`src/rtl/lst_pkg.sv`:
```
package lst_pkg;

    localparam int BYTE_W = 8;
    localparam int LFSR_W = BYTE_W + 1;
    localparam int FB_TAP = 5;

    typedef enum logic [1:0] {
        SYM_DATA = 2'd0,
        SYM_SPEC = 2'd1,
        SYM_VIOL = 2'd2
    } sym_cls_e;

    typedef struct packed {
        sym_cls_e              cls;
        logic [BYTE_W-1:0]     val;
    } sym_t;

    typedef logic [LFSR_W-1:0] lfsr_t;

    typedef enum logic [1:0] {
        TXM_IDLE,
        TXM_VIOL,
        TXM_RUN,
        TXM_ALT
    } tx_mode_e;

    typedef enum logic {
        RXP_HUNT,
        RXP_CHECK
    } rx_phase_e;

    // Loop start (maps to the marker) and the state just before it.
    localparam lfsr_t SEED    = {1'b1, {(LFSR_W-1){1'b0}}};
    localparam lfsr_t LAST_ST = {2'b01, {(LFSR_W-2){1'b0}}};

    localparam sym_t MARKER    = '{cls: SYM_DATA, val: '0};
    localparam sym_t ALT_LO    = '{cls: SYM_DATA, val: BYTE_W'(8'h4A)};
    localparam sym_t ALT_HI    = '{cls: SYM_DATA, val: BYTE_W'(8'hB5)};
    localparam sym_t IDLE_FILL = '{cls: SYM_SPEC, val: BYTE_W'(8'hBC)};
    localparam sym_t VIOL_FILL = '{cls: SYM_VIOL, val: '0};

    function automatic lfsr_t lfsr_next(input lfsr_t s);
        return {s[LFSR_W-2:0], s[LFSR_W-1] ^ s[FB_TAP-1]};
    endfunction

    function automatic sym_t sym_of(input lfsr_t s);
        sym_t r;
        r.val = s[BYTE_W-1:0];
        if (!s[LFSR_W-1])       r.cls = SYM_DATA;
        else if (s[BYTE_W-1])   r.cls = SYM_VIOL;
        else if (s[BYTE_W-2])   r.cls = SYM_SPEC;
        else                    r.cls = SYM_DATA;
        return r;
    endfunction

endpackage

```
`src/rtl/lst_sym_map.sv`:
```
module lst_sym_map
    import lst_pkg::*;
(
    input  lfsr_t state,
    output sym_t  sym
);
    assign sym = sym_of(state);
endmodule

```
`src/rtl/lst_tx_gen.sv`:
```
module lst_tx_gen
    import lst_pkg::*;
(
    input  logic clk,
    input  logic rst,
    input  logic test_n,
    input  logic ld_now_n,
    input  logic ld_nxt_n,
    input  logic force_viol,
    output sym_t sym_q,
    output logic drive_q,
    output logic rd_strobe_n_q
);
    lfsr_t    st;
    logic     alt_ph;
    sym_t     seq_sym;
    tx_mode_e mode;

    lst_sym_map u_map (.state(st), .sym(seq_sym));

    always_comb begin
        if (test_n)                      mode = TXM_IDLE;
        else if (force_viol)             mode = TXM_VIOL;
        else if (!ld_now_n || !ld_nxt_n) mode = TXM_RUN;
        else                             mode = TXM_ALT;
    end

    always_ff @(posedge clk) begin
        if (rst) begin
            st            <= SEED;
            alt_ph        <= 1'b0;
            sym_q         <= IDLE_FILL;
            drive_q       <= 1'b0;
            rd_strobe_n_q <= 1'b1;
        end else begin
            case (mode)
                TXM_IDLE: begin
                    sym_q         <= IDLE_FILL;
                    drive_q       <= 1'b0;
                    rd_strobe_n_q <= 1'b1;
                end
                TXM_VIOL: begin
                    sym_q         <= VIOL_FILL;
                    st            <= SEED;
                    drive_q       <= 1'b1;
                    rd_strobe_n_q <= 1'b1;
                end
                TXM_RUN: begin
                    sym_q         <= seq_sym;
                    st            <= lfsr_next(st);
                    drive_q       <= 1'b1;
                    rd_strobe_n_q <= (st != LAST_ST);
                end
                default: begin
                    sym_q         <= alt_ph ? ALT_HI : ALT_LO;
                    alt_ph        <= ~alt_ph;
                    drive_q       <= 1'b1;
                    rd_strobe_n_q <= 1'b1;
                end
            endcase
        end
    end

    AST_VIOL_RESTARTS: assert property (@(posedge clk) disable iff (rst)
        (mode == TXM_VIOL) ##1 (mode == TXM_RUN) |=> (sym_q == MARKER))
        else $error("restart after violation lost");

    AST_ALT_ALTERNATES: assert property (@(posedge clk) disable iff (rst)
        (mode == TXM_ALT) ##1 (mode == TXM_ALT) |=> (sym_q.val != $past(sym_q.val)))
        else $error("fill did not alternate");

    AST_STROBE_BEFORE_MARKER: assert property (@(posedge clk) disable iff (rst)
        (!rd_strobe_n_q && mode == TXM_RUN) |=> (sym_q == MARKER))
        else $error("strobe not on last byte");

    AST_IDLE_QUIET: assert property (@(posedge clk) disable iff (rst)
        test_n |=> (!drive_q && rd_strobe_n_q && sym_q == IDLE_FILL))
        else $error("idle output wrong");

endmodule

```
`src/rtl/lst_rx_chk.sv`:
```
module lst_rx_chk
    import lst_pkg::*;
(
    input  logic clk,
    input  logic rst,
    input  logic test_n,
    input  sym_t sym_in,
    output logic sync_q,
    output logic err_q,
    output logic rdy_q,
    output logic sticky_q
);
    rx_phase_e phase;
    lfsr_t     st;
    sym_t      exp_sym;
    logic      miss;

    lst_sym_map u_map (.state(st), .sym(exp_sym));

    assign miss   = (sym_in != exp_sym);
    assign sync_q = (phase == RXP_CHECK);

    always_ff @(posedge clk) begin
        if (rst || test_n) begin
            phase    <= RXP_HUNT;
            st       <= SEED;
            err_q    <= 1'b0;
            rdy_q    <= 1'b0;
            sticky_q <= 1'b0;
        end else if (phase == RXP_HUNT) begin
            err_q <= 1'b0;
            rdy_q <= 1'b0;
            if (sym_in == MARKER) begin
                phase <= RXP_CHECK;
                st    <= lfsr_next(SEED);
            end
        end else begin
            err_q    <= miss;
            sticky_q <= sticky_q | miss;
            rdy_q    <= (st == LAST_ST);
            st       <= lfsr_next(st);
        end
    end

    AST_RDY_IN_SYNC: assert property (@(posedge clk) disable iff (rst)
        rdy_q |-> sync_q)
        else $error("ready outside lock");

    AST_ERR_STICKS: assert property (@(posedge clk) disable iff (rst)
        err_q |-> sticky_q)
        else $error("error not sticky");

    AST_STICKY_HOLD: assert property (@(posedge clk) disable iff (rst)
        (sticky_q && !test_n) |=> sticky_q)
        else $error("sticky lost");

    AST_NO_REHUNT: assert property (@(posedge clk) disable iff (rst)
        (sync_q && !test_n) |=> sync_q)
        else $error("lock dropped");

    AST_HUNT_QUIET: assert property (@(posedge clk) disable iff (rst)
        !sync_q |-> (!err_q && !rdy_q))
        else $error("flags while hunting");

    AST_LOCK_ON_MARKER: assert property (@(posedge clk) disable iff (rst)
        (!sync_q && !test_n && sym_in == MARKER) |=> sync_q)
        else $error("marker missed");

endmodule

```
`src/rtl/link_selftest.sv`:
```
module link_selftest
    import lst_pkg::*;
(
    input  logic              clk,
    input  logic              rst,
    input  logic              tx_test_n,
    input  logic              tx_ld_now_n,
    input  logic              tx_ld_nxt_n,
    input  logic              tx_viol,
    output logic [1:0]        tx_sym_cls,
    output logic [BYTE_W-1:0] tx_sym_byte,
    output logic              tx_drive,
    output logic              tx_rp_n,
    input  logic              rx_test_n,
    input  logic [1:0]        rx_sym_cls,
    input  logic [BYTE_W-1:0] rx_sym_byte,
    output logic              rx_sync,
    output logic              rx_err,
    output logic              rx_rdy,
    output logic              rx_err_sticky
);
    sym_t tx_s;
    sym_t rx_s;

    assign tx_sym_cls  = tx_s.cls;
    assign tx_sym_byte = tx_s.val;
    assign rx_s.cls    = sym_cls_e'(rx_sym_cls);
    assign rx_s.val    = rx_sym_byte;

    lst_tx_gen u_tx (
        .clk          (clk),
        .rst          (rst),
        .test_n       (tx_test_n),
        .ld_now_n     (tx_ld_now_n),
        .ld_nxt_n     (tx_ld_nxt_n),
        .force_viol   (tx_viol),
        .sym_q        (tx_s),
        .drive_q      (tx_drive),
        .rd_strobe_n_q(tx_rp_n)
    );

    lst_rx_chk u_rx (
        .clk     (clk),
        .rst     (rst),
        .test_n  (rx_test_n),
        .sym_in  (rx_s),
        .sync_q  (rx_sync),
        .err_q   (rx_err),
        .rdy_q   (rx_rdy),
        .sticky_q(rx_err_sticky)
    );

endmodule

```
`config.mk`:
```
export PLATFORM = sky130hd
export DESIGN_NAME = link_selftest
export DESIGN_NICKNAME = d
export VERILOG_FILES = /design/src/rtl/lst_pkg.sv /design/src/rtl/lst_sym_map.sv /design/src/rtl/lst_tx_gen.sv /design/src/rtl/lst_rx_chk.sv /design/src/rtl/link_selftest.sv
export SDC_FILE = /design/constraint.sdc
export NUM_CORES = 1
export LEC_CHECK = 0
export ABC_AREA = 0
export BUFFER_PORTS_ARGS = -buffer_cell sky130_fd_sc_hd__buf_4
export CAP_MARGIN = 10
export CORE_ASPECT_RATIO = 1.5
export CORE_MARGIN = 3
export CORE_UTILIZATION = 55
export CTS_BUF_LIST = sky130_fd_sc_hd__clkbuf_8
export CTS_CLUSTER_DIAMETER = 120
export DETAILED_ROUTE_END_ITERATION = 8
export GPL_TIMING_DRIVEN = 1
export PLACE_DENSITY = 0.81
export SLEW_MARGIN = 20
export SYNTH_ARGS = -nofsm -noshare
export SYNTH_HDL_FRONTEND = slang
export SYNTH_SLANG_ARGS = --single-unit
```
`constraint.sdc`:
```
create_clock -name clk -period 1.88 [get_ports clk]
set_input_delay 0.188 -clock clk [delete_from_list [all_inputs] [get_ports clk]]
set_output_delay 0.188 -clock clk [all_outputs]
set_load 0.05 [all_outputs]
```
**Word level (Yosys, flattened, before mapping)**

Cells that the tools add are included.

- Equality and inequality tests: 5
- Mux-type cells: 17
- Bitwise operators: 6
- Reduce and logical (&&, ||, !) cells: 11

Operator list:

| kind | number |
|---|---|
| $pmux W10 S3 | 1 |
| $mux W9 | 2 |
| $pmux W9 S2 | 1 |
| $mux W2 | 6 |
| $logic_not A10 Y1 | 1 |
| $ne A10 B10 Y1 | 1 |
| $eq A9 B8 Y1 const B | 1 |
| $ne A9 B8 Y1 const B | 1 |
| $mux W8 | 1 |
| $mux W1 | 6 |
| $reduce_bool A2 Y1 | 2 |
| $reduce_or A2 Y1 | 2 |
| $not A1 Y1 | 3 |
| $reduce_or A3 Y1 | 1 |
| $eq A2 B1 Y1 const B | 1 |
| $eq A2 B2 Y1 const B | 1 |
| $logic_not A1 Y1 | 2 |
| $logic_not A2 Y1 | 1 |
| $logic_or A1 B1 Y1 | 2 |
| $xor A1 B1 Y1 | 2 |
| $or A1 B1 Y1 | 1 |

- Bits in registers: 35
- Input port bits: 17
- Output and inout port bits: 16
- Word-level logic and storage cells: 50

**Longest topological paths before layout**

Gate-level depths: netlist (run 1).

- Depth after elaboration: 8
- Gate-level depth with buffers: 9
- Gate-level depth less buffers: 8

**Modules after synthesis**

A second synthesis (run 1) with hierarchy kept.

- Cell total of the unflattened synthesis: 173
- Area, all modules: 1660.3 um^2

Modules (own cells, without submodules):

| module | instances | cells each | area each (um^2) | sequential area each (um^2) |
|---|---|---|---|---|
| lst_tx_gen | 1 | 97 | 934.6 | 440.4 |
| lst_rx_chk | 1 | 56 | 573.0 | 260.2 |
| lst_sym_map | 2 | 10 | 76.3 | 0.0 |

**Worst setup path after synthesis (run 1)**

Ideal clock, no wire load.

- Path type: input-to-reg
- Start point: in tx_ld_now_n
- End point: reg u_tx.st[7]
- Setup time: 0.128 ns
- Arrival: 1.526 ns
- Data required time: 1.752 ns
- Slack: 0.227 ns
- Cell stages on the path: 8
- Path buffers: 2
- Path through: a21oi_1 -> or2_2 -> ha_1 -> clkbuf_1 -> clkbuf_1 -> nor2_1 -> a21oi_1 -> nor2_1

- Cells in the longest elaborated chain, start to end: 7
- Elaborated cells between the ends (all ways): 9
- Classes of those cells: 2 x eq/ne; 4 x mux; 3 x reduce/logical

RTL lines:

| item | RTL line | text |
|---|---|---|
| start: declaration | link_selftest.sv:7 | `input logic tx_ld_now_n,` |
| $logic_not A1 Y1 (*) | lst_tx_gen.sv:24 | `else if (!ld_now_n \|\| !ld_nxt_n) mode = TXM_RUN;` |
| $logic_or A1 B1 Y1 (*) | lst_tx_gen.sv:24 |  |
| $mux W1 (*) | lst_tx_gen.sv:24 |  |
| $mux W2 (*) | lst_tx_gen.sv:23 | `else if (force_viol) mode = TXM_VIOL;` |
| $mux W2 (*) | lst_tx_gen.sv:22 | `if (test_n) mode = TXM_IDLE;` |
| $eq A2 B2 Y1 or $eq A2 B1 Y1 (tied branches) | lst_tx_gen.sv:36 | `case (mode)` |
| $pmux W9 S2 or $reduce_bool A2 Y1 (tied branches) | n/a |  |
| end signal: assignment | lst_tx_gen.sv:50 | `st <= lfsr_next(st);` |
| end: declaration | lst_tx_gen.sv:14 | `lfsr_t st;` |

Every way passes the cells marked *; elsewhere a longest branch is shown, timed or not.
A chain may end at the register's enable or synchronous reset.

**Final worst setup path (run 1)**

- Start point: in tx_test_n
- End point: reg u_tx.sym_q[3] (netlist bit)

- Cells in the longest elaborated chain, start to end: 3
- Elaborated cells between the ends (all ways): 5
- Classes of those cells: 2 x eq/ne; 2 x mux; 1 x reduce/logical

RTL lines:

| item | RTL line | text |
|---|---|---|
| start: declaration | link_selftest.sv:6 | `input logic tx_test_n,` |
| $mux W2 (*) | lst_tx_gen.sv:22 |  |
| $eq A2 B2 Y1, or another cell as far along | lst_tx_gen.sv:36 |  |
| $pmux W10 S3 (*) | lst_tx_gen.sv:36 |  |
| end signal: assignment | lst_tx_gen.sv:49 | `sym_q <= seq_sym;` |
| end signal: assignment | lst_tx_gen.sv:55 | `sym_q <= alt_ph ? ALT_HI : ALT_LO;` |
| end: declaration | lst_tx_gen.sv:10 | `output sym_t sym_q,` |

Marks and branches as above.

==> results.py, run 1 <==
metrics = {
    "die": {
        "coreArea_sq_um": 2532,
        "die_w_um": 48.56,
        "io_pins": 33,
        "initial_core_util_pct": 58.99,
        "die_y_um": 69.83,
        "dieArea_sq_um": 3391,
        "rows": 22,
    },
    "global_routing": {
        "first_global_vias": 1284,
        "grt_pass1_wl_mm": 5.444,
        "grtUsageTotal_pct": 20.90,
        "grt_max_degree": 25,
        "grt-ovfl-total": 0,
        "grt_antenna_before_repair": 0,
    },
    "placement": {
        "place_inst": 231,
        "dp_slack_ps": 109.1,
        "place_congestion": 0.8563,
        "place.port_buffers": 32,
        "hpwl_mm": 2.458,
    },
    "clock_tree": {
        "clk_path_buf_depth": 2,
        "cts.sinks": 35,
        "insertion_delay_ps": 290,
        "cts_tree": "built",
        "cts_setup_buffers": 0,
        "numCtsBuffers": 5,
        "htreeDepth": 2,
        "cts_root_buffer": "clkbuf_8",
        "cts_hold_buffers": 0,
        "cts_resized": 0,
        "clk_pin_slew_ps": 60,
    },
    "cells_and_area": {
        "largest-register": "u_tx.sym_q",
        "nets": 223,
        "final_cells": 238,
        "final_core_util_pct": 73.02,
        "seq_area_sq_um": 700.7,
        "reg_top3": "u_tx.sym_q (10), u_rx.st (9), u_tx.st (9)",
        "largest_reg_flops": 10,
        "num-fill-cells": 203,
        "area_growth_pct": 23.79,
        "drive_gt1_share_pct": 23.76,
        "multi_input_area_sq_um": 742.0,
        "layout_common_cells": "35 x buf_4, 35 x dfxtp_1, 30 x nor2_1, 19 x a21oi_1, 11 x nand2_1",
        "antennaDiodeCount": 0,
    },
    "detailed_routing": {
        "drtIter0Drc": 25,
        "ant_nets": 0,
        "drt-pass1-iter-count": 4,
        "wl_mm": 3.249,
        "post_drt_wl_per_cell_um": 13.65,
        "vias_per_cell": 5.454,
        "route.detailed.drc": 0,
        "vias": 1298,
    },
    "sta": {
        "fin_ws_ps": 395.7,
        "drv_slew": 0,
        "period_share_pct": 78.95,
        "rsz0062_at_grt": "false",
        "fin_skew_ps": 1.605,
        "worst_pin_slew_ps": 409.9,
        "period_needed_ps": 1484,
        "setup-tns-final_ps": 0,
        "setup_viol": 0,
        "relSlewSlack_pct": 72.61,
        "hold_viol_final": 0,
        "clock.fmax_mhz": 673.7,
    },
    "logic_synthesis": {
        "ys_seq_area_share_pct": 46.90,
        "synth-compound-area-share_pct": 17.25,
        "avgSynthCellArea_sq_um": 8.892,
        "synth_warnings": 0,
        "synth_area_sq_um": 1494,
        "synth_xor_area_share_pct": 7.621,
        "syn_inst": 168,
        "synth-adder-area-share_pct": 3.350,
        "synth-simple-area-share_pct": 21.44,
        "synth_top_family_by_area": "simple AND/OR/NAND/NOR gates",
        "muxShareOfSynthArea_pct": 0,
        "synth_nets": 189,
        "synth.distinct_cells": 33,
        "ys_seq_elements": 35,
    },
    "critical_path": {
        "ff2ff_path_depth": 3,
        "cp.required_ps": 2050,
        "rrSetupSlack_ps": 570,
        "criticalPathCategory": "primary input to register",
        "cp-start-kind": "primary input",
        "r2r-end": "u_tx.rd_strobe_n_q$_SDFF_PP1_",
        "cp.arrival_ps": 1660,
        "worstSetupEndpointType": "register",
        "timing.critical_path.from": "tx_test_n",
        "r2r_start": "u_tx.st[4]$_SDFFE_PP0P_",
        "path_max_fanout": 5,
    },
    "hold_path": {
        "worstHoldStart": "rx_test_n",
        "min_path_cells": 3,
        "hold_path.class": "primary input to register",
        "hold_path_end": "u_rx.sync_q$_SDFF_PP0_",
    },
    "power_and_ir_drop": {
        "finalPower_mw": 1.503,
        "p_leak_nw": 0.7565,
        "peakVddDrop_uv": 626.2,
        "powerDensity_nw_per_um2": 813.0,
    },
    "status": {
        "status": "finished clean",
    },
    "flow_run": {
        "cap_violations": 0,
    },
}
[critical path: stages]
cell and delay [ps]:
buf_4 120, or2_2 320, ha_1 230, or2_2 340, a21oi_1 130, a21oi_1 50, or2_2 270
[worst max path at each step]
stage | to | slack (ps) | cells past startpoint
floorplan | u_tx.st[7]$_SDFFE_PP0P_ | 230 | 8
global placement | u_tx.sym_q[3]$_SDFF_PP1_ | 150 | 7
detailed placement | u_tx.sym_q[3]$_SDFF_PP1_ | 110 | 7
CTS | u_tx.sym_q[3]$_SDFF_PP1_ | 410 | 7
global route | u_tx.sym_q[8]$_SDFF_PP1_ | 280 | 7
finish | u_tx.sym_q[3]$_SDFF_PP1_ | 400 | 7
[synth_stat cells]
cell type / count / area [sq um]
a21oi_1: 19 / 95.09
or4_1: 1 / 7.510
inv_1: 3 / 11.26
and4_1: 1 / 8.760
nand2_1: 11 / 41.29
nand4_1: 3 / 18.77
a211oi_1: 1 / 7.510
a31oi_1: 1 / 6.260
dfxtp_1: 35 / 700.7
nor2b_1: 3 / 18.77
a22oi_1: 1 / 7.510
o21bai_1: 5 / 37.54
a221oi_1: 1 / 8.760
xor2_1: 4 / 35.03
xnor2_1: 9 / 78.83
a22o_1: 7 / 61.31
nand2b_1: 1 / 6.260
and2_1: 2 / 12.51
buf_2: 2 / 10.01
a221o_2: 1 / 11.26
o21ai_0: 1 / 5.000
nor4_1: 4 / 25.02
clkbuf_1: 5 / 18.77
nor2_1: 30 / 112.6
or4b_1: 1 / 10.01
nand3b_1: 2 / 15.01
ha_1: 4 / 50.05
nor3b_1: 1 / 7.510
nor3_1: 1 / 5.000
o2111ai_1: 1 / 8.760
or2_2: 5 / 31.28
buf_6: 1 / 11.26
o31a_1: 1 / 8.760
[power by group]
group | total (mW) | internal [mW] | switching (mW)
logic | 0.196 | 0.0771 | 0.119
clock network | 0.542 | 0.287 | 0.255
registers | 0.765 | 0.758 | 0.00759
[metrics by stage]
step / instance area [sq um] / hold WS, ps
after floorplan: 1494 / 294.6
after global placement: 1762 / 479.4
after detailed placement: 1762 / 485.6
after CTS: 1849 / 179.6
after global routing: 1849 / 196.0
final: 1849 / 185.7
[per-layer routing]
layer  vias to the layer above  part of all wire, %  track usage (%)
li1                        648                    -                -
met1                       615                   38            18.22
met2                        28                   56            40.80
met3                         7                  3.9            4.946
met4                         0                  2.5            13.61
met5                         -                    0                0
[kinds of logic (layout without fill, tap and decap cells)]
logic type | count (synthesis) | after routing
fa+ha+maj | 4 | 4
compound gates | 39 | 39
xor+xnor | 13 | 13
flops | 35 | 35
simple gates | 66 | 66
buf+inv | 11 | 45
[layout make-up]
class,instances,area share (%)
clock buffer,6,4.466
clock inverter,1,0.2706
inverter,3,0.6089
multi-input combinational,122,40.12
sequential,35,37.89
tap,36,2.436
timing repair buffer,35,14.21
No activity file was read; power rests on OpenSTA's default activity.
==> run 2: changes to the inputs <==
clock period = 1.5 ns   (was 1.88 ns; I/O delays follow)
==> results.py, run 2 (synthesis gave the netlist of run 1 again) <==
metrics = {
    "sta": {
        "setup-tns-final_ps": 0,
        "rsz0062_at_grt": "false",
        "drv_slew": 0,
        "period_needed_ps": 1361,
        "relSlewSlack_pct": 77.86,
        "hold_viol_final": 0,
        "clock.fmax_mhz": 734.6,
        "setup_viol": 0,
        "period_share_pct": 90.75,
        "worst_pin_slew_ps": 330.6,
        "fin_skew_ps": 5.197,
    },
    "hold_path": {
        "hold_path.class": "primary input to register",
    },
    "critical_path": {
        "worstSetupEndpointType": "register",
        "path_max_fanout": 3,
        "cp.arrival_ps": 1530,
        "criticalPathCategory": "primary input to register",
        "cp.required_ps": 1670,
        "cp-start-kind": "primary input",
    },
    "cells_and_area": {
        "largest_reg_flops": 10,
        "layout_common_cells": "45 x buf_4, 35 x dfxtp_1, 30 x nor2_1, 19 x a21oi_1, 11 x nand2_1",
        "antennaDiodeCount": 0,
        "largest-register": "u_tx.sym_q",
        "drive_gt1_share_pct": 27.70,
        "area_growth_pct": 30.99,
        "final_core_util_pct": 77.27,
        "num-fill-cells": 191,
        "nets": 233,
        "reg_top3": "u_tx.sym_q (10), u_rx.st (9), u_tx.st (9)",
        "final_common_cell": "buf_4",
    },
    "die": {
        "rows": 22,
        "die_w_um": 48.56,
        "coreArea_sq_um": 2532,
        "initial_core_util_pct": 58.99,
        "io_pins": 33,
        "die_y_um": 69.83,
        "dieArea_sq_um": 3391,
    },
    "placement": {
        "place_congestion": 0.8929,
        "place.port_buffers": 32,
        "hpwl_mm": 2.683,
    },
    "detailed_routing": {
        "route.detailed.drc": 0,
        "drt-pass1-iter-count": 4,
        "vias_per_cell": 5.450,
        "wl_mm": 3.555,
        "ant_nets": 0,
        "vias": 1357,
        "post_drt_wl_per_cell_um": 14.28,
        "drtIter0Drc": 65,
    },
    "clock_tree": {
        "insertion_delay_ps": 280,
        "cts_hold_buffers": 0,
        "cts_root_buffer": "clkbuf_8",
        "cts_resized": 0,
        "clk_pin_slew_ps": 70,
        "clk_path_buf_depth": 2,
        "cts_tree": "built",
        "htreeDepth": 2,
        "numCtsBuffers": 5,
        "cts_setup_buffers": 0,
        "cts.sinks": 35,
    },
    "global_routing": {
        "grt_max_degree": 15,
        "grt_pass1_wl_mm": 6.106,
        "grt_antenna_before_repair": 0,
        "grtUsageTotal_pct": 23.18,
        "first_global_vias": 1392,
        "grt-ovfl-total": 0,
    },
    "status": {
        "status": "finished clean",
    },
    "power_and_ir_drop": {
        "p_leak_nw": 0.8213,
        "peakVddDrop_uv": 1577,
        "powerDensity_nw_per_um2": 1069,
    },
    "flow_run": {
        "cap_violations": 0,
    },
}
-- run 2: cell count changes in the layout (fill, tap and decap cells not counted), sizes merged --
cell    before  now
bufinv       0    1
buf         35   45
-- run 2: worst max-delay path, cell delays in order --
cell	delay [ps]
buf_4	80
a21oi_1	60
or2_2	300
ha_1	230
or2_4	260
a21oi_1	130
a21oi_1	50
or2_2	270
-- run 2: through the flow --
step / total power [mW] / cells / hold WS (ps) / worst slack [ps] / area, sq um
after detailed placement: 1.253 / 241 / 413.8 / -153.8 / 1839
after global placement: 1.243 / 241 / 406.0 / -75.37 / 1839
final: 2.092 / 249 / 117.3 / 138.7 / 1957
after CTS: 2.111 / 249 / 109.6 / 149.6 / 1957
after floorplan: 1.139 / 168 / 256.6 / 7.155 / 1499
after global routing: 2.176 / 249 / 128.7 / 60.12 / 1957
-- run 2: worst paths after layout --
kind                                              start                            end  slack [ps]  cells past startpoint
worst max-delay path                        tx_ld_now_n       u_tx.sym_q[3]$_SDFF_PP1_         140                      8
worst min register to register  u_tx.st[7]$_SDFFE_PP0P_  u_tx.rd_strobe_n_q$_SDFF_PP1_         520                      2
worst min-delay path                                rst       u_tx.sym_q[1]$_SDFF_PP0_         120                      2
worst max register to register  u_tx.st[3]$_SDFFE_PP0P_  u_tx.rd_strobe_n_q$_SDFF_PP1_         200                      3
-- run 2: power by group --
part / leakage (nW) / internal [mW] / switching [mW]
sequential: 0.284 / 0.949 / 0.00952
combinational: 0.476 / 0.117 / 0.157
clock: 0.0612 / 0.537 / 0.321
total: 0.821 / 1.60 / 0.488
-- run 2: layout make-up --
cell class | count | area (sq um) | share of cell area [%]
Sequential cell | 35 | 700.7 | 35.81
Timing Repair Buffer | 45 | 337.8 | 17.26
Clock inverter | 2 | 35.03 | 1.790
Tap cell | 36 | 45.04 | 2.302
Inverter | 3 | 11.26 | 0.5754
Clock buffer | 6 | 82.58 | 4.220
Multi-Input combinational cell | 122 | 744.5 | 38.04
-- run 2: routing by layer --
layer  part of all wire, %  global-route usage (%)
met2                    57                   46.93
met1                    35                   20.75
met3                   4.7                   5.806
met4                   2.9                   9.810
met5                     0                       0
==> run 3: changes to the inputs <==
PLACE_DENSITY = 0.8   (was 0.81)
SYNTH_HIERARCHICAL = 1   (was not set)
clock period = 1.3 ns   (was 1.5 ns; I/O delays follow)
==> results.py, run 3 <==
metrics = {
    "logic_synthesis": {
        "yosys.area.top_type": "dfxtp_1",
        "synthFlopType": "dfxtp_1",
        "syn_inst": 173,
        "synth_area_leaders": "dfxtp_1 42%, buf_4 7.7%, xnor2_1 6.9%",
        "synth.distinct_cells": 37,
        "ys_seq_area_share_pct": 42.20,
        "synth_common_cells": "35 x dfxtp_1, 17 x buf_4, 13 x a21oi_1, 13 x nand2_1, 13 x xnor2_1",
        "synth_warnings": 6,
        "synthArstFlopShare_pct": 0,
        "synth_top_area_share_pct": 42.20,
        "synth_nets": 194,
        "yosysMostFrequentCell": "dfxtp_1",
        "ys_seq_elements": 35,
        "synth_enable_flop_cells": 0,
        "avgSynthCellArea_sq_um": 9.597,
        "synth_area_sq_um": 1660,
    },
    "flow_run": {
        "cap_violations": 0,
    },
    "clock_tree": {
        "clk_pin_slew_ps": 70,
        "insertion_delay_ps": 280,
        "cts_root_buffer": "clkbuf_8",
        "cts_tree": "built",
        "htreeDepth": 2,
        "cts_setup_buffers": 0,
        "numCtsBuffers": 5,
        "clk_path_buf_depth": 2,
        "cts.sinks": 35,
    },
    "die": {
        "dieArea_sq_um": 3728,
        "coreArea_sq_um": 2791,
        "io_pins": 33,
        "initial_core_util_pct": 59.48,
        "rows": 23,
        "die_y_um": 73.29,
        "die_w_um": 50.86,
    },
    "power_and_ir_drop": {
        "powerDensity_nw_per_um2": 1156,
        "peakVddDrop_uv": 1270,
        "finalPower_mw": 2.390,
        "p_leak_nw": 0.8397,
    },
    "critical_path": {
        "ff2ff_path_depth": 5,
        "worstSetupEndpointType": "register",
        "cp-start-kind": "register",
        "cp.required_ps": 1460,
        "rrSetupSlack_ps": -80,
        "slowest_delay_ps": 340,
        "cp.arrival_ps": 1540,
        "slowest_stage": "dfxtp_2",
        "r2r_start": "u_rx/st[8]$_SDFFE_PP1P_",
        "r2r-end": "u_rx/sticky_q$_SDFFE_PP0P_",
        "crit_buf_inv": 0,
        "path_max_fanout": 4,
        "path_cells": "and2_4 > xnor2_2 > nand4_1 > o41ai_2 > a21oi_1",
        "criticalPathCategory": "register to register",
        "crit_family": "compound AO/OA/AOI/OAI gates",
    },
    "hold_path": {
        "hold_path.class": "primary input to register",
        "worstHoldStart": "rst",
        "hold_path_end": "u_tx/alt_ph$_SDFFE_PP0N_",
        "min_path_cells": 2,
    },
    "sta": {
        "fin_skew_ps": 5.408,
        "setup-tns-final_ps": -113.6,
        "rsz0062_at_grt": "true",
        "period_needed_ps": 1381,
        "hold_viol_final": 0,
        "worst_pin_slew_ps": 308.9,
        "setup_viol": 2,
        "period_share_pct": 106.2,
        "fin_ws_ps": -81.01,
        "relSlewSlack_pct": 79.22,
        "clock.fmax_mhz": 724.1,
        "drv_slew": 0,
    },
    "global_routing": {
        "grtUsageTotal_pct": 20.64,
        "grt_antenna_before_repair": 0,
        "grt-ovfl-total": 0,
        "grt_pass1_wl_mm": 5.733,
        "first_global_vias": 1342,
        "grt_max_degree": 18,
    },
    "detailed_routing": {
        "wl_mm": 3.558,
        "drtIter0Drc": 19,
        "vias_per_cell": 5.467,
        "ant_nets": 0,
        "post_drt_wl_per_cell_um": 14.58,
        "vias": 1334,
        "route.detailed.drc": 0,
        "drt-pass1-iter-count": 4,
    },
    "cells_and_area": {
        "final_core_util_pct": 74.05,
        "drive_gt1_share_pct": 33.82,
        "seq_area_sq_um": 705.7,
        "nets": 227,
        "reg_top3": "u_tx/sym_q (10), u_rx/st (9), u_tx/st (9)",
        "layout_common_cells": "49 x buf_4, 31 x dfxtp_1, 13 x nand2_1, 13 x a21oi_1, 12 x xnor2_1",
        "area_growth_pct": 24.49,
        "final_common_cell": "buf_4",
        "num-fill-cells": 210,
        "fin_area_sq_um": 2067,
        "largest_reg_flops": 10,
        "final_cells": 244,
        "multi_input_area_sq_um": 803.3,
        "antennaDiodeCount": 0,
        "largest-register": "u_tx/sym_q",
    },
    "status": {
        "status": "finished, violations left",
        "violations": "setup timing",
    },
    "placement": {
        "place_congestion": 0.8392,
        "place.port_buffers": 32,
        "place_inst": 236,
        "dpl_cell_area_sq_um": 1934,
        "hpwl_mm": 2.669,
    },
}
## run 3: cell types whose count changed after synthesis, moves of 4 or more
cell	previous run	this run
a21oi_1	19	13
clkbuf_1	5	1
buf_4	0	17
xnor2_1	9	13
nor2_1	30	7
nand3b_1	2	10
xor2_1	4	0
## run 3: kinds of logic (layout without fill, tap and decap cells)
| family | Yosys count | in the layout | synth area share, % |
|---|---|---|---|
| AO/OA/AOI/OAI | 39 | 39 | 17.03 |
| XOR/XNOR | 13 | 13 | 6.858 |
| adder cells (fa/ha/maj) | 4 | 4 | 3.014 |
| buffers and inverters | 27 | 61 | 11.15 |
| flip-flops | 35 | 35 | 42.20 |
| AND/OR/NAND/NOR | 55 | 55 | 19.74 |
## run 3: layout make-up
cell class,count,share of cell area [%]
tap,37,2.240
clock inverter,3,2.119
inverter,3,0.5448
timing repair buffer,50,18.77
multi-input combinational,111,38.86
clock buffer,5,3.329
sequential,35,34.14
## run 3: what timing repair did
| item | 4_1_cts | 5_1_grt |
|---|---|---|
| pin swaps | 3 | 1 |
| hold buffers | 0 | 0 |
| setup endpoints to repair | 2 | 2 |
| gates resized for setup | 5 | 1 |
## run 3: how the worst max path moves through the flow
stage                             from                          to  cells past startpoint
3_3_place_gp               tx_ld_now_n     u_tx/st[0]$_SDFFE_PP0P_                      6
4_1_cts        u_rx/st[8]$_SDFFE_PP1P_  u_rx/sticky_q$_SDFFE_PP0P_                      5
6_report       u_rx/st[8]$_SDFFE_PP1P_  u_rx/sticky_q$_SDFFE_PP0P_                      5
2_1_floorplan              tx_ld_now_n    u_tx/sym_q[3]$_SDFF_PP1_                      6
3_5_place_dp               tx_ld_now_n     u_tx/st[0]$_SDFFE_PP0P_                      6
5_1_grt        u_rx/st[7]$_SDFFE_PP0P_  u_rx/sticky_q$_SDFFE_PP0P_                      5
## run 3: stage by stage
stage               setup WS (ps)  hold slack (ps)
global route               -120.7            117.6
CTS                        -7.122            98.55
floorplan                   3.344            230.8
global placement           -79.47            398.1
finish                     -81.01            108.4
detailed placement         -116.1            405.4
## run 3: power by group
group	total, mW	switching (mW)	internal (mW)
sequential	1.11	0.0119	1.10
clock	0.952	0.382	0.570
combinational	0.331	0.181	0.150
## run 3: per-layer routing
metal  GRT usage, %  vias up  part of all wire, %
met1          17.72      623                   34
li1               -      659                    -
met4          10.78        0                  3.0
met3          4.665       12                  4.7
met5              0        -                    0
met2          42.15       40                   58
